[src/rtl/fps_pkg.sv]
package fps_pkg;

  typedef enum logic [3:0] {
    PH_IDLE, PH_SETUP, PH_ACCESS, PH_OEOFF, PH_PLOW, PH_RISE, PH_SETTLE,
    PH_PULSE, PH_RELEASE, PH_FALL, PH_PHIGH, PH_OEON, PH_CHECK
  } fps_phase_e;

  function automatic fps_phase_e fps_next(input fps_phase_e ph);
    case (ph)
      PH_SETUP:   return PH_ACCESS;
      PH_ACCESS:  return PH_OEOFF;
      PH_OEOFF:   return PH_PLOW;
      PH_PLOW:    return PH_RISE;
      PH_RISE:    return PH_SETTLE;
      PH_SETTLE:  return PH_PULSE;
      PH_PULSE:   return PH_RELEASE;
      PH_RELEASE: return PH_FALL;
      PH_FALL:    return PH_PHIGH;
      PH_PHIGH:   return PH_OEON;
      PH_OEON:    return PH_CHECK;
      default:    return PH_IDLE;
    endcase
  endfunction

  function automatic int fps_len(input fps_phase_e ph, input int td,
                                 input int tr, input int tpw, input int tf);
    case (ph)
      PH_RISE:  return tr;
      PH_PULSE: return tpw;
      PH_FALL:  return tf;
      PH_CHECK: return 1;
      PH_IDLE:  return 1;
      default:  return td;
    endcase
  endfunction

endpackage

[src/rtl/fps_phase_timer.sv]
module fps_phase_timer #(
  parameter int CW = 8
) (
  input  logic          clk,
  input  logic          rst_n,
  input  logic          load_i,
  input  logic [CW-1:0] len_i,
  output logic          expired_o
);
  logic [CW-1:0] cnt_q;

  always_ff @(posedge clk) begin
    if (!rst_n)             cnt_q <= '0;
    else if (load_i)        cnt_q <= len_i;
    else if (cnt_q != '0)   cnt_q <= cnt_q - 1'b1;
  end

  assign expired_o = (cnt_q == '0);
endmodule

[src/rtl/fps_pin_decode.sv]
module fps_pin_decode
  import fps_pkg::*;
#(
  parameter int DATA_W = 8,
  parameter int BIT_W  = 3
) (
  input  fps_phase_e        ph_i,
  input  logic [BIT_W-1:0]  bit_i,
  output logic              ce_n_o,
  output logic              oe_n_o,
  output logic              pe_o,
  output logic              vsel_o,
  output logic [DATA_W-1:0] pull_lo_o
);
  logic pulse_w;

  always_comb begin
    ce_n_o = (ph_i == PH_IDLE) || (ph_i == PH_SETUP);
    oe_n_o = (ph_i >= PH_OEOFF) && (ph_i <= PH_PHIGH);
    pe_o   = !((ph_i >= PH_PLOW) && (ph_i <= PH_FALL));
    vsel_o = (ph_i >= PH_RISE) && (ph_i <= PH_RELEASE);
  end

  assign pulse_w = (ph_i == PH_PULSE);

  for (genvar g = 0; g < DATA_W; g++) begin : g_pull
    assign pull_lo_o[g] = pulse_w && (bit_i == BIT_W'(g));
  end
endmodule

[src/rtl/fps_verify.sv]
module fps_verify #(
  parameter int DATA_W = 8
) (
  input  logic              clk,
  input  logic              rst_n,
  input  logic              check_i,
  input  logic [DATA_W-1:0] rd_i,
  input  logic [DATA_W-1:0] exp_i,
  input  logic              clr_i,
  output logic              mismatch_o,
  output logic              reject_o
);
  assign mismatch_o = check_i && (rd_i != exp_i);

  always_ff @(posedge clk) begin
    if (!rst_n)          reject_o <= 1'b0;
    else if (mismatch_o) reject_o <= 1'b1;
    else if (clr_i)      reject_o <= 1'b0;
  end
endmodule

[src/rtl/fuse_prog_seq.sv]
module fuse_prog_seq
  import fps_pkg::*;
#(
  parameter int ADDR_W = 11,
  parameter int DATA_W = 8,
  parameter int TD     = 100,
  parameter int TR     = 1000,
  parameter int TPW    = 10000,
  parameter int TF     = 1000
) (
  input  logic                        clk,
  input  logic                        rst_n,
  input  logic                        start_i,
  input  logic                        clr_rej_i,
  input  logic [ADDR_W-1:0]           addr_i,
  input  logic [$clog2(DATA_W)-1:0]   bit_i,
  input  logic [DATA_W-1:0]           exp_i,
  input  logic [DATA_W-1:0]           rd_data_i,
  output logic [ADDR_W-1:0]           addr_o,
  output logic                        ce_n_o,
  output logic                        oe_n_o,
  output logic                        pe_o,
  output logic                        vsel_o,
  output logic [DATA_W-1:0]           pull_lo_o,
  output logic                        busy_o,
  output logic                        done_o,
  output logic                        reject_o
);
  localparam int BIT_W = $clog2(DATA_W);
  localparam int MAXD  = (TPW > TR ? (TPW > TF ? TPW : TF) : (TR > TF ? TR : TF)) > TD
                       ? (TPW > TR ? (TPW > TF ? TPW : TF) : (TR > TF ? TR : TF)) : TD;
  localparam int CW    = $clog2(MAXD + 1);

  fps_phase_e        ph_q, ph_nxt;
  logic [ADDR_W-1:0] addr_q;
  logic [BIT_W-1:0]  bit_q;
  logic [DATA_W-1:0] exp_q;
  logic              start_acc, expired, phase_end, load_w, mismatch;
  logic [CW-1:0]     len_w;
  int                len_int;

  assign start_acc = (ph_q == PH_IDLE) && start_i;
  assign phase_end = (ph_q != PH_IDLE) && expired;
  assign load_w    = start_acc || phase_end;
  assign ph_nxt    = start_acc ? PH_SETUP : fps_next(ph_q);
  assign len_int   = fps_len(ph_nxt, TD, TR, TPW, TF) - 1;
  assign len_w     = len_int[CW-1:0];

  always_ff @(posedge clk) begin
    if (!rst_n) begin
      ph_q   <= PH_IDLE;
      addr_q <= '0;
      bit_q  <= '0;
      exp_q  <= '0;
    end else begin
      if (load_w) ph_q <= ph_nxt;
      if (start_acc) begin
        addr_q <= addr_i;
        bit_q  <= bit_i;
        exp_q  <= exp_i;
      end
    end
  end

  fps_phase_timer #(.CW(CW)) u_timer (
    .clk(clk), .rst_n(rst_n), .load_i(load_w), .len_i(len_w), .expired_o(expired)
  );

  fps_pin_decode #(.DATA_W(DATA_W), .BIT_W(BIT_W)) u_pins (
    .ph_i(ph_q), .bit_i(bit_q), .ce_n_o(ce_n_o), .oe_n_o(oe_n_o),
    .pe_o(pe_o), .vsel_o(vsel_o), .pull_lo_o(pull_lo_o)
  );

  fps_verify #(.DATA_W(DATA_W)) u_verify (
    .clk(clk), .rst_n(rst_n), .check_i(ph_q == PH_CHECK), .rd_i(rd_data_i),
    .exp_i(exp_q), .clr_i(clr_rej_i), .mismatch_o(mismatch), .reject_o(reject_o)
  );

  assign addr_o = addr_q;
  assign busy_o = (ph_q != PH_IDLE);
  assign done_o = (ph_q == PH_CHECK);
endmodule

[config.mk]
export PLATFORM = sky130hd
export DESIGN_NAME = fuse_prog_seq
export DESIGN_NICKNAME = d
export VERILOG_FILES = /design/src/rtl/fps_pkg.sv /design/src/rtl/fps_phase_timer.sv /design/src/rtl/fps_pin_decode.sv /design/src/rtl/fps_verify.sv /design/src/rtl/fuse_prog_seq.sv
export SDC_FILE = /design/constraint.sdc
export NUM_CORES = 1
export LEC_CHECK = 0
export CORE_AREA = 2 2 70 72
export CTS_CLUSTER_DIAMETER = 40
export CTS_CLUSTER_SIZE = 12
export DETAILED_ROUTE_END_ITERATION = 7
export DIE_AREA = 0 0 72 74
export PLACE_DENSITY = 0.83
export SKIP_LAST_GASP = 1
export SYNTH_ARGS = -nofsm -noshare
export SYNTH_HDL_FRONTEND = slang
export SYNTH_SLANG_ARGS = --single-unit
export TNS_END_PERCENT = 1
[constraint.sdc]
create_clock -name clk -period 4.9 [get_ports clk]
set_input_delay 1.225 -clock clk [delete_from_list [all_inputs] [get_ports clk]]
set_output_delay 1.225 -clock clk [all_outputs]
set_load 0.01 [all_outputs]
# Word level (Yosys, flattened, before mapping)

Memory sizes are Yosys's and may differ from the RTL's. A register that Yosys moved wholly into a read port is not among the register bits.
Cells that the tools add are included.

Add/sub/neg operators: 2
Magnitude comparators: 6
Equal/unequal tests: 15
Multiplexer cells: 8
Reductions and logical operators: 27

Operators by type and width:

| cell                  | number |
|---|---|
| $pmux 14 s3           | 1 |
| $mux 14               | 2 |
| $logic_and 1x1->1     | 14 |
| $logic_not 14->1      | 1 |
| $reduce_bool 14->1    | 1 |
| $sub 14x1->14 const B | 1 |
| $sub 14x2->14 const B | 1 |
| $eq 3x3->1 const B    | 4 |
| $eq 4x3->1 const B    | 3 |
| $eq 4x4->1 const B    | 3 |
| $le 4x4->1 const B    | 3 |
| $mux 4                | 3 |
| $ge 4x3->1 const B    | 2 |
| $logic_not 4->1       | 2 |
| $ne 8x8->1            | 1 |
| $eq 3x2->1 const B    | 2 |
| $eq 4x1->1 const B    | 1 |
| $ge 4x2->1 const B    | 1 |
| $reduce_bool 2->1     | 2 |
| $reduce_bool 4->1     | 1 |
| $reduce_or 2->1       | 2 |
| $eq 3x1->1 const B    | 1 |
| $logic_not 3->1       | 1 |
| $logic_or 1x1->1      | 2 |
| 2 further kinds       | 3 |

Flip-flop bits (word level): 41
Bits in read-only memories: 64
Input bits: 34
Word-level logic and storage cells: 65
Memories kept: 1

Memories:

| name             | depth | bits a word | read ports | clocked after memory_dff | write ports | RTL line     | source |
|---|---|---|---|---|---|---|---|
| (name not given) | 16    | 4           | 1          | 1                        | 0           | fps_pkg.sv:9 | `case (ph)` |

# Longest topological paths before layout

Depth after elaboration: 8
Mapped depth: 11
Depth with buffers taken out: 10

# By module

From an unflattened synthesis, not the netlist that was laid out.

Cells, all modules: 296
Area total of the unflattened synthesis: 2377.3 um2

By module, submodules not included:

| module          | instances | cells an instance | area each (um2) | sequential area each (um2) |
|---|---|---|---|---|
| fuse_prog_seq   | 1         | 160               | 1273.7          | 600.6 |
| fps_phase_timer | 1         | 101               | 820.8           | 280.3 |
| fps_pin_decode  | 1         | 21                | 158.9           | 0.0 |
| fps_verify      | 1         | 14                | 123.9           | 20.0 |

# Least setup slack after synthesis

No wires, ideal clock.

Kind: input to register
From: input start_i
To: register with a tool-made name
Library setup time: 0.120 ns
Arrival time: 2.548 ns
Required time: 4.780 ns
Path slack: 2.232 ns
Stages on the path: 7
Buffers on the path: 1
Cell sequence: and2_0 clkbuf_1 or3_1 o211a_1 ha_1 and2_1 o31a_1

RTL lines:

| item            | RTL line            | source |
|---|---|---|
| start, declared | fuse_prog_seq.sv:13 | `input logic start_i,` |

# Worst setup path in the final report

From: register ph_q[2]
To: output pull_lo_o[0]

Longest elaborated chain between the ends: 2

RTL lines:

| item                   | RTL line             | source |
|---|---|---|
| start, declared        | fuse_prog_seq.sv:34  | `fps_phase_e ph_q, ph_nxt;` |
| start signal, assigned | fuse_prog_seq.sv:56  | `if (load_w) ph_q <= ph_nxt;` |
| $eq 4x3->1             | fps_pin_decode.sv:24 | `assign pulse_w = (ph_i == PH_PULSE);` |
| $logic_and 1x1->1      | fps_pin_decode.sv:27 | `assign pull_lo_o[g] = pulse_w && (bit_i == BIT_W'(g));` |
| end, declared          | fuse_prog_seq.sv:24  | `output logic [DATA_W-1:0] pull_lo_o,` |

Every way passes these cells.

==> flow_summary_export.csv <==
group,metric,value,unit
outcome,status,"finished, final reports clean",
floorplan,core-area,0.00460,sq mm
synth,syn_avg_cell_area,8.10,sq um
global_route,grt_max_degree,28,
sta,finalHoldViolations,0,
routing,avgViaCountPerCell,5.52,
flow_run,maxCapViolCount,0,
routing,drt-total-wl,5330,microns
floorplan,start_util,0.505,
floorplan,pin_count,60,
clock_network,cts_root_buf,"clkbuf_8",
clock_network,cts_setup_buffers,0,
setup_path,required,3.67,ns
clock_network,cts_hold_buf,0,
sta,fin_skew,0.0134,ns
power,p_leak,0.00114,uW
routing,vias,2176,
global_route,grt_pass1_vias,2021,
power,clockPowerShare,0.192,
power,p_sw,453,uW
global_route,grt_first_pass_wirelength,9000,microns
sta,slew_headroom,0.402,
placement,gp_congestion,0.875,
global_route,grt_use_met1,0.260,
setup_path,cp-start-kind,"flip-flop",
synth,async_reset_ff_frac,0,
finish,n_fill_cell,408,
hold_path,min_to,"addr_o[9]",
routing,drc,0,
clock_network,cts_resized,0,
clock_network,cts.clk_slew.worst_paths,0.09,ns
clock_network,clock_path_buffers,2,
clock_network,cts_max_level,2,
sta,drv_slew,0,
global_route,use_met2,0.389,
placement,dp_hpwl,3950,microns
setup_path,crit_type,"flip-flop to primary output",
synth,synthCells,287,
synth,ys_ff_latch,45,
floorplan,row_count,25,
routing,drt-initial-drc-count,135,
setup_path,cp.arrival,2.03,ns
routing,routedWlPerCell,13.5,microns
global_route,top_usage_layer,"met2",
finish,nets,378,
power,power.share.combinational,0.397,
floorplan,die-area,0.00533,sq mm
hold_path,worstHoldPathCells,2,
sta,rsz0062_at_grt,"no",
synth,synth.distinct_cells,42,
sta,tightest_slew,0.895,ns
setup_path,reg2reg_from,"u_timer.cnt_q[0]",
setup_path,r2r_slack,1.79,ns
floorplan,die_h,74,microns
placement,place_area,0.00294,sq mm
sta,setup_violations,0,
finish,final_cell_area,0.00303,sq mm
sta,fmax,307,MHz
routing,dr.pass1.iters,4,
global_route,grtUsageMet3,0.0325,
sta,post-route-min-period,3.26,ns
sta,fin_tns_setup,0,ns
finish,instances_no_fill,394,
synth,synth_edf_count,0,
clock_network,cts_num_sinks,45,
placement,dpl.cell_count,387,
global_route,grt-ovfl-total,0,
setup_path,critPathMaxFanout,10,
synth,ys.flop_type,"dfxtp_1",
power,finalPower,1220,uW
synth,yosysSeqAreaShare,0.388,
finish,area_growth,30.4,%
setup_path,reg2reg_depth,11,
routing,ant_nets,0,
global_route,antenna_found_initial,0,
finish,drive_gt1_frac,0.0412,
hold_path,min_from,"addr_o[9]",
global_route,grt_util_all_layers,0.215,
finish,post-route-util,0.659,
clock_network,insertion_delay,0.29,ns
setup_path,cp-end-kind,"primary output",
power,powerDensity,402,mW/mm^2
power,p_seq_frac,0.411,
sta,period_share,0.665,
floorplan,die_w,72,microns
synth,syn_area,0.00232,sq mm
finish,diodes,0,
power,peakVddDrop,0.000220,V
synth,ys_warn_count,0,
clock_network,cts_tree,"done",
placement,io_buffers,59,
synth,synth_nets,325,
hold_path,hold_class,"flip-flop to flip-flop",
power,sw_frac_of_total,0.372,
power,p_int,764,uW
clock_network,cts_buffers,5,
Yosys cell counts, types with 6 or more instances:
cell	number	area (sq um)
dfxtp_1	45	901
a21oi_1	9	45.0
a21boi_0	26	195
nor3_1	9	45.0
inv_1	6	22.5
nand2_1	60	225
nor2_1	24	90.1
xnor2_1	14	123
o21ai_0	10	50.1
nand4_1	7	43.8
clkbuf_1	11	41.3
nand2b_1	6	37.5
how the worst max path moves through the flow:
stage,start,endpoint,slack [ns],cells past startpoint
global route,ph_q[2],pull_lo_o[4],1.37,4
finish,ph_q[2],pull_lo_o[0],1.64,4
CTS,ph_q[2],pull_lo_o[4],1.63,4
global placement,start_i,flip-flop,1.58,8
floorplan,start_i,flip-flop,2.23,7
detailed placement,start_i,flip-flop,1.52,8
critical path, stage by stage, from the launching register on:
cell and delay (ns):
dfxtp_1 0.53, nor2b_1 0.25, nand4b_1 0.21, nor3_1 0.19, clkdlybuf4s50_1 0.56
power by group through the flow:
stage	Combinational [uW]	Clock [uW]	Sequential, uW
after floorplan	355	0	497
after global placement	468	0	504
after detailed placement	476	0	508
after CTS	481	240	500
after global routing	536	253	512
final	483	233	501
logic make-up (layout without fill, tap and decap cells):
group | count (synthesis) | count (layout) | synth area share
AND/OR/NAND/NOR | 130 | 130 | 0.277
XOR/XNOR | 18 | 18 | 0.0679
buffers and inverters | 22 | 75 | 0.0377
flip-flops | 45 | 45 | 0.388
multiplexers | 5 | 5 | 0.0221
adder cells (fa/ha/maj) | 4 | 4 | 0.0215
AO/OA/AOI/OAI | 63 | 63 | 0.186
cell usage in the layout, fill, tap and decap left out, drive strengths merged, types with 2 or more instances in the layout:
master         netlist  layout
and2                 3       3
a21oi                9       9
or3                  2       2
nor3b                2       2
nor2b                4       4
a21o                 2       2
mux2i                4       4
inv                  6       6
nand4                7       7
a31oi                4       4
clkbuf              11       6
xnor2               14      14
nor4                 3       3
a21boi              26      26
nand2               60      60
o21ai               10      10
o211ai               3       3
ha                   4       4
nor4b                2       2
o211a                2       2
dfxtp               45      45
nor3                 9       9
nand2b               7       7
o21a                 2       2
clkdlybuf4s50        0      59
nor2                24      24
nand3                3       3
buf                  5       3
xor2                 4       4
layout make-up:
class,count,area (sq um),area share
inverter,6,22.5,0.00743
clock inverter,1,7.51,0.00248
clock buffer,6,82.6,0.0273
sequential,45,901,0.297
multi-input combinational,220,1340,0.441
tap,54,67.6,0.0223
timing repair buffer,62,613,0.202
sequential cells by signal, indices dropped and copies added, names as in the netlist, named ones only:
name,flops
u_timer.cnt_q,14
bit_q,3
exp_q,8
ph_q,4
addr_o,11
u_verify.reject_o,1
stage by stage:
stage | setup WS, ns | hold slack (ns)
CTS | 1.63 | 0.477
global placement | 1.58 | 0.455
floorplan | 2.23 | 0.452
global route | 1.37 | 0.501
detailed placement | 1.52 | 0.466
finish | 1.64 | 0.472
layer usage:
layer | share of wire | up-vias
met3 | 0.051 | 6
met2 | 0.51 | 73
li1 | - | 1084
met4 | 0.012 | 0
met1 | 0.43 | 1013
met5 | 0 | -
Note: power is estimated with default switching activity, not from simulation.
